--- src/rtl/irq_track_pkg.sv ---
// Package: shared constants and source attribute functions for the
// interrupt tracker. Assumes sources are indexed timer0..2, dma0..1, int0..1.
package irq_track_pkg;

    localparam int NSRC   = 7;
    localparam int NLVL   = 5;
    localparam int TYPE_W = 8;

    localparam logic [1:0] ADDR_PEND = 2'd0;
    localparam logic [1:0] ADDR_ISRV = 2'd1;
    localparam logic [1:0] ADDR_EOI  = 2'd2;

    typedef enum logic [2:0] {
        SRC_TMR0 = 3'd0,
        SRC_TMR1 = 3'd1,
        SRC_TMR2 = 3'd2,
        SRC_DMA0 = 3'd3,
        SRC_DMA1 = 3'd4,
        SRC_INT0 = 3'd5,
        SRC_INT1 = 3'd6
    } src_e;

    // Priority level of a source; lower level wins, timers share level 0.
    function automatic int src_level(input int s);
        case (s)
            0, 1, 2: return 0;
            3:       return 1;
            4:       return 2;
            5:       return 3;
            default: return 4;
        endcase
    endfunction

    // Interrupt type code reported as the vector for a source.
    function automatic logic [TYPE_W-1:0] src_type(input int s);
        case (s)
            0:       return 8'd8;
            1:       return 8'd18;
            2:       return 8'd19;
            3:       return 8'd10;
            4:       return 8'd11;
            5:       return 8'd12;
            default: return 8'd13;
        endcase
    endfunction

    // Whether a source is an external pin (eligible for nesting bypass).
    function automatic logic src_is_ext(input int s);
        return (s == 5) || (s == 6);
    endfunction

    // Bit position in the pending register view, -1 when not shown.
    function automatic int pend_pos(input int s);
        case (s)
            0:       return 0;
            1:       return 4;
            2:       return 5;
            3:       return 2;
            4:       return 3;
            default: return -1;
        endcase
    endfunction

    // Bit position in the in-service register view.
    function automatic int isrv_pos(input int s);
        case (s)
            0:       return 0;
            1:       return 4;
            2:       return 5;
            3:       return 2;
            4:       return 3;
            5:       return 6;
            default: return 7;
        endcase
    endfunction

    // True when a code equals the type code of any source.
    function automatic logic type_known(input logic [TYPE_W-1:0] t);
        logic hit;
        hit = 1'b0;
        for (int s = 0; s < NSRC; s++) begin
            if (src_type(s) == t) hit = 1'b1;
        end
        return hit;
    endfunction

endpackage

--- src/rtl/irq_track_pend.sv ---
// Module: pending flags. One flag per source, set by a request level seen at
// an edge, cleared by a one-hot take strobe. Take wins over a same-cycle set.
module irq_track_pend
    import irq_track_pkg::*;
#(
    parameter int N = NSRC
) (
    input  logic         clk,
    input  logic         rst_n,
    input  logic [N-1:0] req,
    input  logic [N-1:0] take,
    output logic [N-1:0] pend
);

    genvar s;
    generate
        for (s = 0; s < N; s++) begin : g_flag
            // Latch the request; clear it when the source is taken.
            always_ff @(posedge clk) begin
                if (!rst_n)       pend[s] <= 1'b0;
                else if (take[s]) pend[s] <= 1'b0;
                else if (req[s])  pend[s] <= 1'b1;
            end
        end
    endgenerate

endmodule

--- src/rtl/irq_track_inserv.sv ---
// Module: in-service flags. Set by a one-hot take strobe, cleared by an
// end-of-interrupt write carrying the source's type code. Set wins.
module irq_track_inserv
    import irq_track_pkg::*;
#(
    parameter int N = NSRC
) (
    input  logic              clk,
    input  logic              rst_n,
    input  logic [N-1:0]      take,
    input  logic              eoi_wr,
    input  logic [TYPE_W-1:0] eoi_type,
    output logic [N-1:0]      isrv
);

    logic [N-1:0] clr;

    genvar s;
    generate
        for (s = 0; s < N; s++) begin : g_flag
            assign clr[s] = eoi_wr && (eoi_type == src_type(s));

            // Mark taken sources busy until their end-of-interrupt.
            always_ff @(posedge clk) begin
                if (!rst_n)       isrv[s] <= 1'b0;
                else if (take[s]) isrv[s] <= 1'b1;
                else if (clr[s])  isrv[s] <= 1'b0;
            end
        end
    endgenerate

endmodule

--- src/rtl/irq_track_arb.sv ---
// Module: eligibility and fixed-priority arbitration. Purely combinational.
// Assumes lower source index never has a higher level than a larger index.
module irq_track_arb
    import irq_track_pkg::*;
#(
    parameter int N     = NSRC,
    parameter int L     = NLVL,
    localparam int IDXW = $clog2(N)
) (
    input  logic [N-1:0]    pend,
    input  logic [N-1:0]    mask,
    input  logic [N-1:0]    isrv,
    input  logic            nest_mode,
    output logic            irq,
    output logic [N-1:0]    win_oh,
    output logic [IDXW-1:0] win_idx
);

    logic [L-1:0] lvl_busy;
    logic [N-1:0] elig;

    // Collect which priority levels hold an in-service source.
    always_comb begin
        lvl_busy = '0;
        for (int s = 0; s < N; s++) begin
            if (isrv[s]) lvl_busy[src_level(s)] = 1'b1;
        end
    end

    // Decide per source whether it may interrupt now.
    always_comb begin
        for (int s = 0; s < N; s++) begin
            logic blk;
            blk = 1'b0;
            for (int l = 0; l < L; l++) begin
                if (l < src_level(s) && lvl_busy[l]) blk = 1'b1;
            end
            if (lvl_busy[src_level(s)] && !(nest_mode && src_is_ext(s)))
                blk = 1'b1;
            elig[s] = pend[s] && !mask[s] && !blk;
        end
    end

    // Pick the lowest-index eligible source.
    always_comb begin
        logic found;
        found   = 1'b0;
        win_oh  = '0;
        win_idx = '0;
        for (int s = 0; s < N; s++) begin
            if (elig[s] && !found) begin
                found      = 1'b1;
                win_oh[s]  = 1'b1;
                win_idx    = IDXW'(s);
            end
        end
        irq = found;
    end

endmodule

--- src/rtl/irq_track.sv ---
// Module: top of the interrupt tracker. Gathers requests, runs arbitration,
// applies the acknowledge, holds the vector and serves register reads and
// end-of-interrupt writes. Assumes cpu_ack is a one-cycle strobe.
module irq_track
    import irq_track_pkg::*;
#(
    parameter int ADDR_W = 2,
    parameter int DATA_W = 16
) (
    input  logic              clk,
    input  logic              rst_n,
    input  logic [2:0]        tmr_req,
    input  logic [1:0]        dma_req,
    input  logic [1:0]        ext_req,
    input  logic [NSRC-1:0]   src_mask,
    input  logic              nest_mode,
    output logic              cpu_irq,
    input  logic              cpu_ack,
    output logic [TYPE_W-1:0] vec_type,
    input  logic              bus_wr,
    input  logic [ADDR_W-1:0] bus_addr,
    input  logic [DATA_W-1:0] bus_wdata,
    output logic [DATA_W-1:0] bus_rdata
);

    localparam int IDXW = $clog2(NSRC);

    logic [NSRC-1:0] req_all;
    logic [NSRC-1:0] pend_q;
    logic [NSRC-1:0] isrv_q;
    logic [NSRC-1:0] win_oh;
    logic [IDXW-1:0] win_idx;
    logic [NSRC-1:0] take;
    logic            take_any;
    logic            eoi_wr;
    logic [DATA_W-1:0] pend_view;
    logic [DATA_W-1:0] isrv_view;

    assign req_all  = {ext_req, dma_req, tmr_req};
    assign take_any = cpu_ack && cpu_irq;
    assign take     = take_any ? win_oh : '0;
    assign eoi_wr   = bus_wr && (bus_addr == ADDR_W'(ADDR_EOI));

    irq_track_pend #(.N(NSRC)) u_pend (
        .clk  (clk),
        .rst_n(rst_n),
        .req  (req_all),
        .take (take),
        .pend (pend_q)
    );

    irq_track_inserv #(.N(NSRC)) u_isrv (
        .clk     (clk),
        .rst_n   (rst_n),
        .take    (take),
        .eoi_wr  (eoi_wr),
        .eoi_type(bus_wdata[TYPE_W-1:0]),
        .isrv    (isrv_q)
    );

    irq_track_arb #(.N(NSRC), .L(NLVL)) u_arb (
        .pend     (pend_q),
        .mask     (src_mask),
        .isrv     (isrv_q),
        .nest_mode(nest_mode),
        .irq      (cpu_irq),
        .win_oh   (win_oh),
        .win_idx  (win_idx)
    );

    // Capture the winner's type code on an accepted acknowledge.
    always_ff @(posedge clk) begin
        if (!rst_n)        vec_type <= '0;
        else if (take_any) vec_type <= src_type(int'(win_idx));
    end

    // Map internal flags onto the register bit layout.
    always_comb begin
        pend_view = '0;
        isrv_view = '0;
        for (int s = 0; s < NSRC; s++) begin
            if (pend_pos(s) >= 0) pend_view[pend_pos(s)] = pend_q[s];
            isrv_view[isrv_pos(s)] = isrv_q[s];
        end
    end

    // Select read data by address; other addresses read zero.
    always_comb begin
        case (bus_addr)
            ADDR_W'(ADDR_PEND): bus_rdata = pend_view;
            ADDR_W'(ADDR_ISRV): bus_rdata = isrv_view;
            default:            bus_rdata = '0;
        endcase
    end

endmodule

--- config.mk ---
export PLATFORM = sky130hd
export DESIGN_NAME = irq_track
export DESIGN_NICKNAME = d
export VERILOG_FILES = /design/src/rtl/irq_track_pkg.sv /design/src/rtl/irq_track_pend.sv /design/src/rtl/irq_track_inserv.sv /design/src/rtl/irq_track_arb.sv /design/src/rtl/irq_track.sv
export SDC_FILE = /design/constraint.sdc
export NUM_CORES = 1
export LEC_CHECK = 0
export BUFFER_PORTS_ARGS = -buffer_cell sky130_fd_sc_hd__buf_4
export CORE_MARGIN = 1.5
export CORE_UTILIZATION = 48
export DETAILED_ROUTE_END_ITERATION = 10
export GPL_TIMING_DRIVEN = 0
export PLACE_DENSITY = 0.84
export SLEW_MARGIN = 10
export SYNTH_ARGS = -nofsm -noshare
export SYNTH_HDL_FRONTEND = slang
export SYNTH_SLANG_ARGS = --single-unit
--- constraint.sdc ---
create_clock -name clk -period 4 [get_ports clk]
set_input_delay 0.8 -clock clk [delete_from_list [all_inputs] [get_ports clk]]
set_output_delay 0.8 -clock clk [all_outputs]
set_load 0.05 [all_outputs]
* Word-level counts from Yosys, hierarchy flattened
Cells that the tools add are included.
** Word-level totals
- Register bits :: 22
- Latch bits :: 0
- Memory bits (writable) :: 0
- ROM bits :: 0
- Input bits :: 37
- Output and inout port bits :: 25
- Memories kept :: 0
** Cells by class
- Add/sub/neg operators :: 0
- Multiply operators :: 0
- Divide/modulo/power cells :: 0
- $lt $le $gt $ge :: 14
- Eq/ne operators :: 14
- Shift operators :: 0
- Multiplexer cells :: 70
- Bitwise logic cells :: 7
- Reduce and logical (&&, ||, !) cells :: 73
** Operator list (count)
- $ge 32x1->1 const B :: 7
- $lt 32x5->1 const B :: 7
- $mux 32 :: 7
- $mux 1 :: 41
- $eq 8x4->1 const B :: 5
- $logic_and 1x1->1 :: 38
- $mux 5 :: 7
- $or 5x5->5 :: 6
- $pmux 5 s6 :: 1
- $demux 1 s3 :: 7
- $logic_not 1->1 :: 19
- $eq 8x5->1 const B :: 2
- $pmux 8 s2 :: 1
- $mux 3 :: 5
- $reduce_bool 2->1 :: 7
- $reduce_or 2->1 :: 7
- $mux 7 :: 1
- $eq 3x2->1 const B :: 2
- $eq 3x3->1 const B :: 2
- $eq 3x1->1 const B :: 1
- $logic_not 3->1 :: 1
- $eq 2x1->1 const B :: 1
- $eq 2x2->1 const B :: 1
- $logic_not 2->1 :: 1
- $not 1->1 :: 1

* Longest topological paths before layout
- Depth in word-level cells :: 43
- Depth in mapped cells :: 6
- Depth with buffers taken out :: 5

* Cells and area by module
From an unflattened synthesis, not the netlist that was laid out.
** Second synthesis, totals
- Cell total of the unflattened synthesis :: 152
- Area total of the unflattened synthesis :: 1300.0 um2
** Modules (own cells, without submodules)
- irq_track :: times used 1, cells an instance 61, area an instance 469.2 um2
- irq_track_inserv :: times used 1, cells an instance 35, area an instance 341.6 um2
- irq_track_pend :: times used 1, cells an instance 21, area an instance 254.0 um2
- irq_track_arb :: times used 1, cells an instance 35, area an instance 235.2 um2

* Worst setup path after synthesis
Ideal clock, no wire load.
- Path type :: input-to-output
- From :: input src_mask[2]
- To :: output cpu_irq
- Arrival :: 1890 ps
- Data required time :: 3200 ps
- Path slack :: 1310 ps
- Stages on the path :: 4
- Buffers on the path :: 0
- Cells stage by stage :: nor2b_1 > or4_4 > o21ai_4 > nand2_1
** Between the ends
- Cells in the longest elaborated chain, start to end :: 17
** Ends and longest elaborated chain
- start: declaration :: RTL line irq_track.sv:15 : input logic [NSRC-1:0] src_mask,
- $logic_not 1->1 (*) :: RTL line irq_track_arb.sv:40 : elig[s] = pend[s] && !mask[s] && !blk;
- $logic_and 1x1->1 (*) (2 in a row) :: RTL line irq_track_arb.sv:40
- $logic_and 1x1->1 (*) :: RTL line irq_track_arb.sv:51 : if (elig[s] && !found) begin
- $mux 1 (*) :: RTL line irq_track_arb.sv:51
- $logic_not 1->1 :: RTL line irq_track_arb.sv:51
- $logic_and 1x1->1 :: RTL line irq_track_arb.sv:51
- $mux 1 (*) :: RTL line irq_track_arb.sv:51
- $logic_not 1->1 :: RTL line irq_track_arb.sv:51
- $logic_and 1x1->1 :: RTL line irq_track_arb.sv:51
- $mux 1 (*) :: RTL line irq_track_arb.sv:51
- $logic_not 1->1 :: RTL line irq_track_arb.sv:51
- $logic_and 1x1->1 :: RTL line irq_track_arb.sv:51
- $mux 1 (*) :: RTL line irq_track_arb.sv:51
- $logic_not 1->1 :: RTL line irq_track_arb.sv:51
- $logic_and 1x1->1 :: RTL line irq_track_arb.sv:51
- $mux 1 (*) :: RTL line irq_track_arb.sv:51
- end: declaration :: RTL line irq_track.sv:17 : output logic cpu_irq,
Mark *: on every way between the ends. The rest lies on a longest branch, timed or not.

* Final worst setup path
- From :: input src_mask[4]
- To :: output cpu_irq
** Between the ends
- Cells in the longest elaborated chain, start to end :: 11
** Ends and longest elaborated chain (RTL line)
- $logic_not 1->1 (*) :: irq_track_arb.sv:40
- $logic_and 1x1->1 (*) (2 in a row) :: irq_track_arb.sv:40
- $logic_and 1x1->1 (*) :: irq_track_arb.sv:51
- $mux 1 (*) :: irq_track_arb.sv:51
- $logic_not 1->1 :: irq_track_arb.sv:51
- $logic_and 1x1->1 :: irq_track_arb.sv:51
- $mux 1 (*) :: irq_track_arb.sv:51
- $logic_not 1->1 :: irq_track_arb.sv:51
- $logic_and 1x1->1 :: irq_track_arb.sv:51
- $mux 1 (*) :: irq_track_arb.sv:51
Marks and branches as above.

==> key figures <==
Min path
  – HP Start: vec_type[4]$_SDFFE_PN0N_
  – Hold Path Sink: vec_type[4]$_SDFFE_PN0N_
  – Worst hold path type: flip-flop to flip-flop
  – Hold depth: 2

Setup path
  – CP max FO: 5
  – Req. time, crit path: 3.20 ns
  – Reg-to-reg slack, setup: 2.15 ns
  – Worst-case reg-to-reg path depth: 5
  – Crit Reg-Reg Startpoint: u_isrv.isrv[3]$_SDFFE_PN0P_
  – Worst setup EP type: output port
  – Crit path launch type: input pin
  – Worst R2R End: u_isrv.isrv[0]$_SDFFE_PN0P_
  – Setup CP Type: input pin to output port
  – Critical Path AT: about 2 ns

Outcome
  – Status: complete, no violations

Timing
  – Setup violators final: 0
  – Min Tclk post-route: around 2.8 ns
  – Unrepaired setup endpoints after global routing: no
  – Setup ws final: about 1.2 ns
  – Setup tns final: 0 ns
  – Worst Tran Pin Value: 0.582 ns
  – Pins Over Slew Limit: 0
  – Period utilization: 70.2%
  – Clk_skew: 0.00246 ns
  – Fmax: 0.356 GHz
  – Max_slew headroom: 61.1%
  – Hold violation count in the final report: 0

Clocking
  – Hold Buf Count CTS: 0
  – Clk slew on worst S/H paths: between 0.1 and 0.15 ns
  – Num CTS Buffers: 3
  – H-tree depth: 1
  – Longest Clk Path Bufs: 2
  – Sink Count: 19
  – Postcts setup bufs: 0
  – Worst-Skew Late Latency: about 0.30 ns
  – CTS tree: done
  – Resized Gates After CTS: 0
  – Clock root cell: clkbuf_4

Place
  – Placed cell count: roughly 230
  – Gpl congestion: 0.876
  – Hpwl dp: around 2400 um
  – Post-Place Worst Slack: 1.21 ns
  – Port bufs: 39

Final layout
  – Layout cells sized above 1: 30.8%
  – Final Non-Filler Cells: 229
  – Layout Nets: 239
  – # diodes: 0
  – P&R area growth vs syn: 33.1%

Global route
  – Initial antenna violation count: 0
  – Global-route wire length before repair: 4910 um
  – Largest net degree at the start of global routing: 11
  – Vias in the first global route: around 1,100
  – Overflow left after global routing: 0
  – Total Routing Usage GR: between 20% and 30%

Route
  – DR iter-0 viols: 49
  – Routed wire length: 3070 um
  – DRC errors left: 0
  – Routed len/inst: 13.4 um
  – DRT Pass-1 Iters: 4
  – ANT nets after route: 0
  – Via/cell ratio: between 5 and 6
  – Via count: approximately 1,300

Yosys
  – Share of synthesized registers carrying an async set or reset: 0%
  – Main synth FF type: dfxtp_1
  – Leading area contributor after synthesis: dfxtp_1
  – Synthesis-stage register bit count: 19
  – Netlist cell types: 39
  – Most common cell in the netlist: dfxtp_1
  – Mapped Cells: 147
  – Top-area cell type share of the netlist area: 31.8%
  – Syn Area/Cell: 8.14 um2
  – Mapped Area: about 1200 um2
  – Ys Warns: 0
  – Register area share after synthesis: 31.8%
  – Synth top area cells: dfxtp_1 32%, buf_4 7.5%, a21oi_1 5.9%
  – Top post-synthesis cells by count: 19 x dfxtp_1, 17 x nor2_1, 14 x a21oi_1, 12 x buf_4
  – Post-synth EDFFs: 0

Floorplanning
  – Total die area: about 2800 um2
  – Initial cell density of the core: between 50% and 60%
  – Die height: between 50 and 60 um
  – Core Box Area: 2280 um2
  – Die W: ~53 um
  – # IOs: slightly above 60
  – # rows: 17

Power and ir drop
  – Pwr dens: 322 nW/um2
  – Total chip power: 0.000512 W
  – Worst VDD drop: 216 uV
  – LEAKAGE: 0.768 nW

Job
  – Max-Cap Viols: 0
[where the power goes]
part           internal (W)  switching (W)  leakage, nW  total (W)
logic             0.0000739       0.000126        0.596   0.000200
clock network     0.0000389      0.0000613       0.0150   0.000100
registers          0.000203     0.00000942        0.156   0.000213
total              0.000316       0.000196        0.768   0.000512
[area by class of cell]
| class | instances | area [um2] |
|---|---|---|
| Multi-Input combinational cell | 122 | 748 |
| Clock buffer | 4 | 26.3 |
| Fill cell | 206 | 684 |
| Sequential cell | 19 | 380 |
| Tap cell | 28 | 35.0 |
| Inverter | 2 | 7.51 |
| Timing Repair Buffer | 39 | 293 |
| Buffer | 15 | 101 |
[cells in the final DEF (no fill, tap or decap), drive strengths merged, types with 2 or more instances in the layout]
master / n
a211oi: 3
o31ai: 2
a21o: 2
dfxtp: 19
and3b: 3
clkbuf: 7
mux2i: 5
buf: 51
nor3: 2
o21ai: 11
nand2: 8
nor2: 17
nor2b: 5
nand3: 9
o211a: 6
inv: 2
nor4: 2
nand2b: 6
nand3b: 2
conb: 12
a21oi: 14
[per-layer routing]
| metal | global-route usage, % | vias up | wire (um) |
|---|---|---|---|
| met1 | 30.1 | 577 | 1290 |
| met4 | 9.83 | 0 | 57 |
| li1 | - | 623 | - |
| met5 | 0 | - | 0 |
| met3 | 3.39 | 6 | 272 |
| met2 | 40.2 | 62 | 1450 |
[critical path, cell delays in order]
cell     delay (ns)
buf_4          0.11
nor4b_1        0.48
or4_4          0.26
o21ai_4        0.07
nand2_1        0.09
buf_4          0.19
[worst max-delay path by stage]
stage                startpoint       to  slack [ns]  cells past startpoint
floorplan           src_mask[2]  cpu_irq        1.31                      4
global placement    src_mask[4]  cpu_irq        1.23                      6
detailed placement  src_mask[2]  cpu_irq        1.21                      6
CTS                 src_mask[4]  cpu_irq        1.19                      6
global route        src_mask[4]  cpu_irq        1.09                      6
finish              src_mask[4]  cpu_irq        1.19                      6
[registers in the layout, summed over array words and instances (netlist names)]
signal,count
u_isrv.isrv,7
u_pend.pend,7
vec_type,5
[kinds of logic (layout without fill, tap and decap cells)]
family | count (synthesis) | after routing | synth area share, %
muxes | 5 | 5 | 4.18
buffers and inverters | 17 | 60 | 9.10
other | 1 | 12 | 0.314
DFF | 19 | 19 | 31.8
and+or+nand+nor | 61 | 61 | 28.8
AOI/OAI and AO/OA | 44 | 44 | 25.8
[stage by stage]
stage | utilization (%) | hold slack (ns) | area, um2
after detailed placement | 68.8 | 0.460 | 1570
after global placement | 68.8 | 0.457 | 1570
after floorplan | - | 0.463 | 1240
after global routing | 69.9 | 0.508 | 1590
after CTS | 69.9 | 0.476 | 1590
final | 69.9 | 0.477 | 1590
Note: power is estimated with default switching activity, not from simulation.
